--- src/rtl/pwm_cmp_pkg.sv ---
`timescale 1ns/1ps
package pwm_cmp_pkg;

    typedef enum logic [1:0] {
        AQ_NONE = 2'b00,
        AQ_CLR  = 2'b01,
        AQ_SET  = 2'b10,
        AQ_RSVD = 2'b11
    } aq_code_t;

    typedef enum logic {
        TB_UP   = 1'b0,
        TB_DOWN = 1'b1
    } tb_state_t;

    typedef enum logic {
        PWM_LO = 1'b0,
        PWM_HI = 1'b1
    } pwm_state_t;

    localparam logic [1:0] ADDR_PRD  = 2'd0;
    localparam logic [1:0] ADDR_CMP  = 2'd1;
    localparam logic [1:0] ADDR_ACT  = 2'd2;
    localparam logic [1:0] ADDR_MODE = 2'd3;

    function automatic logic aq_live(input aq_code_t c);
        return (c == AQ_SET) || (c == AQ_CLR);
    endfunction

endpackage

--- src/rtl/pwm_timebase.sv ---
`timescale 1ns/1ps
module pwm_timebase
    import pwm_cmp_pkg::*;
#(
    parameter int W = 16
) (
    input  logic         clk,
    input  logic         rst_n,
    input  logic [W-1:0] prd,
    output logic [W-1:0] cnt,
    output logic         dir_up,
    output logic         at_zero,
    output logic         at_prd
);
    localparam logic [W-1:0] ONE = W'(1);

    tb_state_t    state, nxt_state;
    logic [W-1:0] nxt_cnt;

    always_ff @(posedge clk) begin
        if (!rst_n) begin
            state <= TB_UP;
            cnt   <= '0;
        end else begin
            state <= nxt_state;
            cnt   <= nxt_cnt;
        end
    end

    always_comb begin
        nxt_state = state;
        nxt_cnt   = cnt;
        unique case (state)
            TB_UP: begin
                if (cnt >= prd) begin
                    if (prd == '0) begin
                        nxt_cnt = '0;
                    end else begin
                        nxt_state = TB_DOWN;
                        nxt_cnt   = cnt - ONE;
                    end
                end else begin
                    nxt_cnt = cnt + ONE;
                end
            end
            TB_DOWN: begin
                if (cnt == '0) begin
                    nxt_state = TB_UP;
                    nxt_cnt   = (prd == '0) ? '0 : ONE;
                end else begin
                    nxt_cnt = cnt - ONE;
                end
            end
        endcase
    end

    always_comb begin
        dir_up  = (state == TB_UP);
        at_zero = (cnt == '0);
        at_prd  = (cnt == prd);
    end

endmodule

--- src/rtl/pwm_cmp_shadow.sv ---
`timescale 1ns/1ps
module pwm_cmp_shadow #(
    parameter int W = 16
) (
    input  logic         clk,
    input  logic         rst_n,
    input  logic         wr_en,
    input  logic [W-1:0] wdata,
    input  logic         at_zero,
    input  logic         at_prd,
    input  logic         zero_only,
    output logic [W-1:0] shadow,
    output logic [W-1:0] active
);
    logic load;

    always_comb load = at_zero || (at_prd && !zero_only);

    always_ff @(posedge clk) begin
        if (!rst_n) begin
            shadow <= '0;
            active <= '0;
        end else begin
            if (wr_en) shadow <= wdata;
            if (load)  active <= shadow;
        end
    end

endmodule

--- src/rtl/pwm_action_qual.sv ---
`timescale 1ns/1ps
module pwm_action_qual
    import pwm_cmp_pkg::*;
(
    input  logic       clk,
    input  logic       rst_n,
    input  logic [7:0] aq_word,
    input  logic       ev_zero,
    input  logic       ev_prd,
    input  logic       ev_up,
    input  logic       ev_dn,
    output logic       pwm
);
    aq_code_t   c_zero, c_prd, c_up, c_dn, c_cmp, win;
    pwm_state_t state, nxt_state;

    always_comb begin
        c_zero = aq_code_t'(aq_word[1:0]);
        c_prd  = aq_code_t'(aq_word[3:2]);
        c_up   = aq_code_t'(aq_word[5:4]);
        c_dn   = aq_code_t'(aq_word[7:6]);
        c_cmp  = ev_up ? c_up : (ev_dn ? c_dn : AQ_NONE);
        if ((ev_up || ev_dn) && aq_live(c_cmp)) win = c_cmp;
        else if (ev_prd && aq_live(c_prd))      win = c_prd;
        else if (ev_zero && aq_live(c_zero))    win = c_zero;
        else                                    win = AQ_NONE;
    end

    always_ff @(posedge clk) begin
        if (!rst_n) state <= PWM_LO;
        else        state <= nxt_state;
    end

    always_comb begin
        nxt_state = state;
        unique case (state)
            PWM_LO: if (win == AQ_SET) nxt_state = PWM_HI;
            PWM_HI: if (win == AQ_CLR) nxt_state = PWM_LO;
        endcase
    end

    always_comb pwm = (state == PWM_HI);

endmodule

--- src/rtl/pwm_cmp_unit.sv ---
`timescale 1ns/1ps
module pwm_cmp_unit
    import pwm_cmp_pkg::*;
#(
    parameter int W = 16
) (
    input  logic         clk,
    input  logic         rst_n,
    input  logic         reg_wr,
    input  logic [1:0]   reg_addr,
    input  logic [W-1:0] reg_wdata,
    output logic [W-1:0] reg_rdata,
    output logic [W-1:0] cnt_out,
    output logic         dir_up,
    output logic         pwm_out
);
    logic [W-1:0] prd_q, act_q, mode_q;
    logic [W-1:0] cmp_shd, cmp_act, cnt;
    logic         at_zero, at_prd, cmp_ok, ev_up, ev_dn, cmp_wr;

    always_ff @(posedge clk) begin
        if (!rst_n) begin
            prd_q  <= '0;
            act_q  <= '0;
            mode_q <= '0;
        end else if (reg_wr) begin
            if (reg_addr == ADDR_PRD)  prd_q  <= reg_wdata;
            if (reg_addr == ADDR_ACT)  act_q  <= reg_wdata;
            if (reg_addr == ADDR_MODE) mode_q <= reg_wdata;
        end
    end

    always_comb cmp_wr = reg_wr && (reg_addr == ADDR_CMP);

    pwm_timebase #(.W(W)) u_tb (
        .clk    (clk),
        .rst_n  (rst_n),
        .prd    (prd_q),
        .cnt    (cnt),
        .dir_up (dir_up),
        .at_zero(at_zero),
        .at_prd (at_prd)
    );

    pwm_cmp_shadow #(.W(W)) u_cmp (
        .clk      (clk),
        .rst_n    (rst_n),
        .wr_en    (cmp_wr),
        .wdata    (reg_wdata),
        .at_zero  (at_zero),
        .at_prd   (at_prd),
        .zero_only(mode_q[0]),
        .shadow   (cmp_shd),
        .active   (cmp_act)
    );

    always_comb begin
        cmp_ok = (cmp_act != '0) && (cmp_act < prd_q) && (cnt == cmp_act);
        ev_up  = cmp_ok && dir_up;
        ev_dn  = cmp_ok && !dir_up;
    end

    pwm_action_qual u_aq (
        .clk    (clk),
        .rst_n  (rst_n),
        .aq_word(act_q[7:0]),
        .ev_zero(at_zero),
        .ev_prd (at_prd),
        .ev_up  (ev_up),
        .ev_dn  (ev_dn),
        .pwm    (pwm_out)
    );

    always_comb begin
        unique case (reg_addr)
            ADDR_PRD: reg_rdata = prd_q;
            ADDR_CMP: reg_rdata = cmp_shd;
            ADDR_ACT: reg_rdata = act_q;
            default:  reg_rdata = mode_q;
        endcase
        cnt_out = cnt;
    end

endmodule

--- config.mk ---
export PLATFORM = sky130hd
export DESIGN_NAME = pwm_cmp_unit
export DESIGN_NICKNAME = d
export VERILOG_FILES = /design/src/rtl/pwm_cmp_pkg.sv /design/src/rtl/pwm_timebase.sv /design/src/rtl/pwm_cmp_shadow.sv /design/src/rtl/pwm_action_qual.sv /design/src/rtl/pwm_cmp_unit.sv
export SDC_FILE = /design/constraint.sdc
export NUM_CORES = 1
export LEC_CHECK = 0
export ABC_AREA = 1
export ABC_CLOCK_PERIOD_IN_PS = 2400
export BUFFER_PORTS_ARGS = -buffer_cell sky130_fd_sc_hd__buf_2
export CAP_MARGIN = 20
export CORE_MARGIN = 10
export CORE_UTILIZATION = 55
export DETAILED_ROUTE_END_ITERATION = 8
export GPL_TIMING_DRIVEN = 0
export PLACE_DENSITY = 0.75
export SYNTH_ARGS = -nofsm -noshare
export SYNTH_HDL_FRONTEND = slang
export SYNTH_SLANG_ARGS = --single-unit
--- constraint.sdc ---
create_clock -name clk -period 2.4 [get_ports clk]
set_input_delay 0.36 -clock clk [delete_from_list [all_inputs] [get_ports clk]]
set_output_delay 0.36 -clock clk [all_outputs]
set_load 0.02 [all_outputs]
==> parameters.txt, run 1 <==
Parameter                              Value

Final layout
  Share of post-route cells with drive strength above 1    17.7%
  Synthesis-to-finish area growth    12.9%
  Number of fill cells    948
  Most frequent cells in the layout    nand2_1 (117), a21oi_1 (110), inv_1 (91)
  Core utilization of the finished layout    63.7%
  Diodes inserted    0
  Post-route non-filler standard cell count    971
  Post-Layout Inst Area    6200 µm²
  NumNets Final    887
  Most common cell after layout, fill and taps aside    nand2_1

Setup path
  Required time at the worst-slack endpoint    2.71 ns
  Critical path data arrival time    2.57 ns
  Slowest cell delay on critical path    0.35 ns
  Slack of the worst reg-to-reg path    0.14 ns
  Kind of start point of the critical path    flop
  Top Family by Delay on Critical Path    simple AND/OR/NAND/NOR gates
  Crit Path Max Fanout    10
  Most repeated library cell on the critical path    nand2_1
  Kind of end point of the critical path    flop
  Kind of critical path    flop to flop
  Buffers and inverters on the worst path    2
  Max stage delay cell, worst path    dfxtp_2
  Chain of cells forming the critical path    inv_1 > ha_1 > nand2_1 > nor2_4 > nand2_1 > nor3_2 > nand3_2 > nand3_4 > nand2_1 > o21ai_2 > nand2_1 > clkbuf_4 > o21ai_1

Outcome
  Status    finished clean

Pwr
  Maximum vdd ir drop    0.567 mV
  Switching Fraction    48.3%
  Switching power total    3.67 mW
  Leak    2.61 nW
  Areal power density over the cells    1230 nW/µm²
  Fraction of power consumed by sequential logic    31.1%
  Internal cell power    3.93 mW
  Combinational group share of total power    56.0%
  Clock power share    12.9%

Logic synthesis
  Syn Inst Count    763
  Total nets after synthesis    817
  Post-synth top area cell    dfxtp_1
  Total of warnings raised by yosys    0
  Yosys top cell area share    35.7%
  Synth Flop Type    dfxtp_1
  Fraction of registers with async set or reset after synthesis    0%
  Cell area after synthesis    5490 µm²
  Count of different cell masters after synthesis    38
  FF+latch count, synth    98
  Sequential fraction of the synthesis area    35.7%
  Average size of a mapped cell    7.20 µm²
  Count of flip-flops with a built-in enable after synthesis    0
  Most area-consuming cells after synthesis    dfxtp_1 (36%), a21oi_1 (10%), nand2_1 (8.0%)

Placed design
  Post-detail-place hpwl    12.7 mm
  Placed cell area    5930 µm²
  I/O Buffers    54
  Final Wtd Congestion    0.935
  # placed instances    950

STA
  Minimum clock period    2.26 ns
  Final number of setup-violating endpoints    0
  Period Utilization, post-route    94.1%
  Max Clock Freq    443 MHz
  Post-Route Skew    0.0143 ns
  Pins over their slew limit    0
  TNS Setup    0 ns
  Worst-margin pin slew    0.722 ns
  Number of hold violations in the final report    0
  Relative slew slack    51.8%

Clocking
  # clock sinks    98
  CTS tree    done
  Hold Buf Count CTS    0
  Number of buffers added by the clock tree synthesis step    9
  Longest Clk Path Bufs    2
  CTS clk-pin slew, worst paths    0.09 ns
  Latest clock arrival within the worst-skew pair    0.38 ns
  Number of H-tree levels    3
  Root buffer cell    clkbuf_8

Global route
  Via count of the first global-routing pass    5315
  Antenna violations before repair    0
  Wire length of the first global-routing pass    26.0 mm
  Largest net degree at the start of global routing    15
  Global routing usage summed across all routing layers    22.1%
  Total congestion overflow    0

Floorplanning
  Top-level I/O count    55
  Std-Cell Rows    36
  Initial cell density of the core    56.4%
  Die Outline Area    14400 µm²
  Total core area    9730 µm²
  Die span in y    120 µm
  DIE WIDTH    120 µm

Drt
  Detailed Route WL    16.3 mm
  Mean routed wirelength per cell    16.8 µm
  First-pass DRT Iterations    5
  Final routed DRC violation total    0
  DRT antenna net count    0
  Via Count    5477
  Via-to-Cell Ratio    5.64
  Number of DRC markers after the initial detailed-route iteration    504

Flow run
  Maximum Capacitance Violations    0

Min path
  Worst min path class    input port to flop
==> metal layers <==
layer | wire [µm] | vias up | share of wire [%] | track usage [%]
li1 | - | 2706 | - | -
met1 | 7210 | 2547 | 44 | 27.6
met4 | 369 | 0 | 2.3 | 9.28
met5 | 0 | - | 0 | 0
met2 | 7790 | 200 | 48 | 36.7
met3 | 923 | 24 | 5.7 | 4.13
==> registers in the layout (all words and copies together), names as in the netlist <==
signal,count
act_q,16
mode_q,16
prd_q,16
u_aq.pwm,1
u_cmp.active,16
u_cmp.shadow,16
u_tb.cnt,16
u_tb.state,1
==> cells in the mapped netlist (all sizes together) (3+ instances only) <==
library cell / n
xnor2: 3
nand4: 9
nor3: 13
clkbuf: 27
inv: 109
o21ai: 113
o22ai: 12
nor4: 10
a21oi: 111
a221oi: 4
nand3: 27
nor2: 33
nand2: 120
or2: 3
xor2: 21
ha: 33
dfxtp: 98
buf: 6
==> final timing paths <==
| kind | cells after the start | end | startpoint |
|---|---|---|---|
| setup / recovery | 13 | u_tb.cnt[9] | prd_q[15] |
| hold / removal | 3 | act_q[4] | reg_wdata[4] |
| setup reg to reg | 13 | u_tb.cnt[9] | prd_q[15] |
| hold reg to reg | 2 | mode_q[2] | mode_q[2] |
==> worst reg2reg max path, cell delays in order, from the launching register on <==
cell	delay [ns]
dfxtp_2	0.35
inv_1	0.09
ha_1	0.31
nand2_1	0.11
nor2_4	0.17
nand2_1	0.09
nor3_2	0.13
nand3_2	0.14
nand3_4	0.12
nand2_1	0.11
o21ai_2	0.16
nand2_1	0.09
clkbuf_4	0.20
o21ai_1	0.14
==> metrics by stage <==
step / hold slack (ns) / total power, mW / worst slack, ns
finish: 0.293 / 7.60 / 0.141
global route: 0.303 / 8.21 / -0.0320
CTS: 0.280 / 7.29 / -0.0231
detailed placement: 0.441 / 6.24 / -0.231
global placement: 0.433 / 6.09 / -0.223
floorplan: 0.425 / 5.21 / 0.258
==> repair_timing <==
action | 4_1_cts | 5_1_grt
setup endpoints to repair | 11 | 36
resized for setup | 7 | 23
cloned | 0 | 1
buffers inserted | 1 | 3
pin swaps | 1 | 3
==> power groups by stage <==
stage                     clock network (mW)  logic (mW)  registers [mW]
after floorplan                            0        2.84            2.38
after global placement                     0        3.74            2.36
after detailed placement                   0        3.87            2.37
after CTS                              0.984        3.96            2.34
after global routing                    1.05        4.75            2.41
final                                  0.982        4.25            2.37
==> final cells by class <==
cell class	count	area, µm²	area share (%)
tap	133	166	2.69
multi-input combinational	523	3040	49.0
timing repair buffer	58	300	4.85
clock buffer	13	149	2.40
sequential	98	1980	31.9
inverter	110	413	6.66
clock inverter	3	15.0	0.242
buffer	33	140	2.26
==> cells by family after synthesis <==
| group | share of synthesized area [%] |
|---|---|
| compound gates | 23.9 |
| xor+xnor | 3.83 |
| fa+ha+maj | 7.52 |
| buf+inv | 9.91 |
| flops | 35.7 |
| simple gates | 19.1 |
Power figures use the tool's default switching activity.
==> inputs of run 2 (changes only) <==
--- a/config.mk
+++ b/config.mk
@@ -7,13 +7,12 @@
 export LEC_CHECK = 0
 export ABC_AREA = 1
 export ABC_CLOCK_PERIOD_IN_PS = 2400
-export BUFFER_PORTS_ARGS = -buffer_cell sky130_fd_sc_hd__buf_2
-export CAP_MARGIN = 20
 export CORE_MARGIN = 10
 export CORE_UTILIZATION = 55
 export DETAILED_ROUTE_END_ITERATION = 8
+export DONT_BUFFER_PORTS = 1
 export GPL_TIMING_DRIVEN = 0
-export PLACE_DENSITY = 0.75
+export PLACE_DENSITY = 0.7
 export SYNTH_ARGS = -nofsm -noshare
 export SYNTH_HDL_FRONTEND = slang
 export SYNTH_SLANG_ARGS = --single-unit
==> parameters.txt, run 2 (synthesis gave the netlist of run 1 again) <==
Parameter                              Value

Floorplanning
  Top-level I/O count    55
  Total core area    9730 µm²
  Die Outline Area    14400 µm²
  Std-Cell Rows    36
  DIE WIDTH    120 µm
  Die span in y    120 µm
  Initial cell density of the core    56.4%

Global route
  Total congestion overflow    0
  Antenna violations before repair    0
  Wire length of the first global-routing pass    25.3 mm
  Global routing usage summed across all routing layers    21.8%
  GR Util met1    26.8%
  Most utilized layer in the global route result    met2
  GRT met2 Usage    35.9%
  Largest net degree at the start of global routing    19
  Met3 Usage GRT    5.25%
  Via count of the first global-routing pass    5002

STA
  Post-Route Skew    0.00834 ns
  Number of hold violations in the final report    0
  Worst-margin pin slew    0.705 ns
  Setup slack after layout    0.0612 ns
  Period Utilization, post-route    97.5%
  Pins over their slew limit    0
  Max Clock Freq    428 MHz
  Relative slew slack    52.5%
  Minimum clock period    2.34 ns
  Final number of setup-violating endpoints    0

Setup path
  Slack of the worst reg-to-reg path    0.06 ns
  Beginning of the worst register-to-register path    prd_q[9]
  Startpoint of the worst setup timing path    prd_q[9]
  Kind of critical path    flop to flop
  Critical path data arrival time    2.60 ns
  Required time at the worst-slack endpoint    2.67 ns
  Kind of start point of the critical path    flop
  CP endpoint    u_tb.cnt[15]
  R2R Path End    u_tb.cnt[15]
  Crit Path Max Fanout    10
  Kind of end point of the critical path    flop
  Reg2reg path depth    11

Final layout
  Diodes inserted    0
  Share of post-route cells with drive strength above 1    15.0%
  Most common cell after layout, fill and taps aside    nand2_1
  Most frequent cells in the layout    nand2_1 (114), a21oi_1 (110), inv_1 (87)
  Synthesis-to-finish area growth    9.84%
  NumNets Final    834
  Number of fill cells    948

Drt
  Final routed DRC violation total    0
  First-pass DRT Iterations    5
  Number of DRC markers after the initial detailed-route iteration    468
  DRT antenna net count    0
  Via Count    5236
  Detailed Route WL    16.2 mm
  Mean routed wirelength per cell    17.6 µm
  Via-to-Cell Ratio    5.70

Flow run
  Maximum Capacitance Violations    0

Clocking
  Number of buffers added by the clock tree synthesis step    9
  Latest clock arrival within the worst-skew pair    0.38 ns
  CTS tree    done
  # clock sinks    98
  Longest Clk Path Bufs    2
  CTS clk-pin slew, worst paths    0.10 ns
  Number of H-tree levels    3
  Root buffer cell    clkbuf_8

Placed design
  Setup slack at placement    -0.564 ns
  Post-detail-place hpwl    12.6 mm
  I/O Buffers    0
  Final Wtd Congestion    0.931

Pwr
  Overall power after layout    7.54 mW
  Areal power density over the cells    1250 nW/µm²
  Maximum vdd ir drop    0.596 mV
  Leak    2.38 nW

Outcome
  Status    finished clean

Min path
  Worst min path class    input port to flop
## run 2: changes by cell type in the layout (fill, tap and decap cells not counted), moves of 3 or more
cell,before,now
buf_2,57,4
dfxtp_1,86,75
dfxtp_2,12,19
dfxtp_4,0,4
inv_1,91,87
inv_2,18,22
inv_6,0,4
clkbuf_1,29,26
ha_1,33,30
ha_4,0,3
nand2_1,117,114
nand2_2,3,6
## run 2: power breakdown
group          internal (mW)  switching (mW)
registers               1.96           0.573
logic                   1.47            2.49
clock network          0.395           0.650
total                   3.83            3.71
## run 2: how the worst min path moves through the flow
stage                  from         end  cells after the start
2_1_floorplan    mode_q[10]  mode_q[10]                      2
3_3_place_gp     mode_q[11]  mode_q[11]                      2
3_5_place_dp      mode_q[7]   mode_q[7]                      2
6_report       reg_wdata[9]    act_q[9]                      2
4_1_cts        reg_wdata[9]    act_q[9]                      2
5_1_grt        reg_wdata[6]    act_q[6]                      2
## run 2: repair_timing
| action | in CTS | in global routing |
|---|---|---|
| setup buffers | 1 | 4 |
| setup endpoints to repair | 18 | 28 |
| pin swaps | 1 | 10 |
| gates cloned | 0 | 1 |
| gates resized for setup | 13 | 41 |
| hold buffers | 0 | 0 |
## run 2: layout make-up
type / instances / area [µm²] / share of cell area, %
flip-flops and latches: 98 / 2000 / 33.2
well taps: 133 / 166 / 2.76
clock inverters: 7 / 57.6 / 0.954
clock buffers: 9 / 124 / 2.05
multi-input cells: 523 / 3090 / 51.2
inverters: 110 / 413 / 6.85
plain buffers: 33 / 138 / 2.28
repair buffers: 5 / 41.3 / 0.685
## run 2: routing by layer
layer,routed length (µm),vias to the layer above
li1,-,2607
met1,6760,2411
met2,7690,190
met3,1290,28
met4,409,0
met5,0,-
## run 2: worst max-delay path, cell delays in order, from the launching register on
cell	delay (ns)
dfxtp_1	0.36
inv_1	0.11
ha_1	0.31
a21oi_1	0.15
o21ai_1	0.09
a211oi_2	0.41
nand3_4	0.18
nand2_1	0.16
o21ai_2	0.09
nand2_1	0.09
clkbuf_4	0.20
o21ai_1	0.08
## run 2: metrics by stage
stage / hold WS [ns] / TNS, ns / util (%) / std cells / instance area, µm²
final: 0.138 / 0 / 62.0 / 918 / 6030
after global routing: 0.131 / -0.326 / 62.0 / 918 / 6030
after CTS: 0.131 / 0 / 60.4 / 913 / 5880
after detailed placement: 0.439 / -5.83 / 58.1 / 896 / 5660
after global placement: 0.432 / -4.70 / 58.1 / 896 / 5660
after floorplan: 0.425 / 0 / - / 763 / 5490
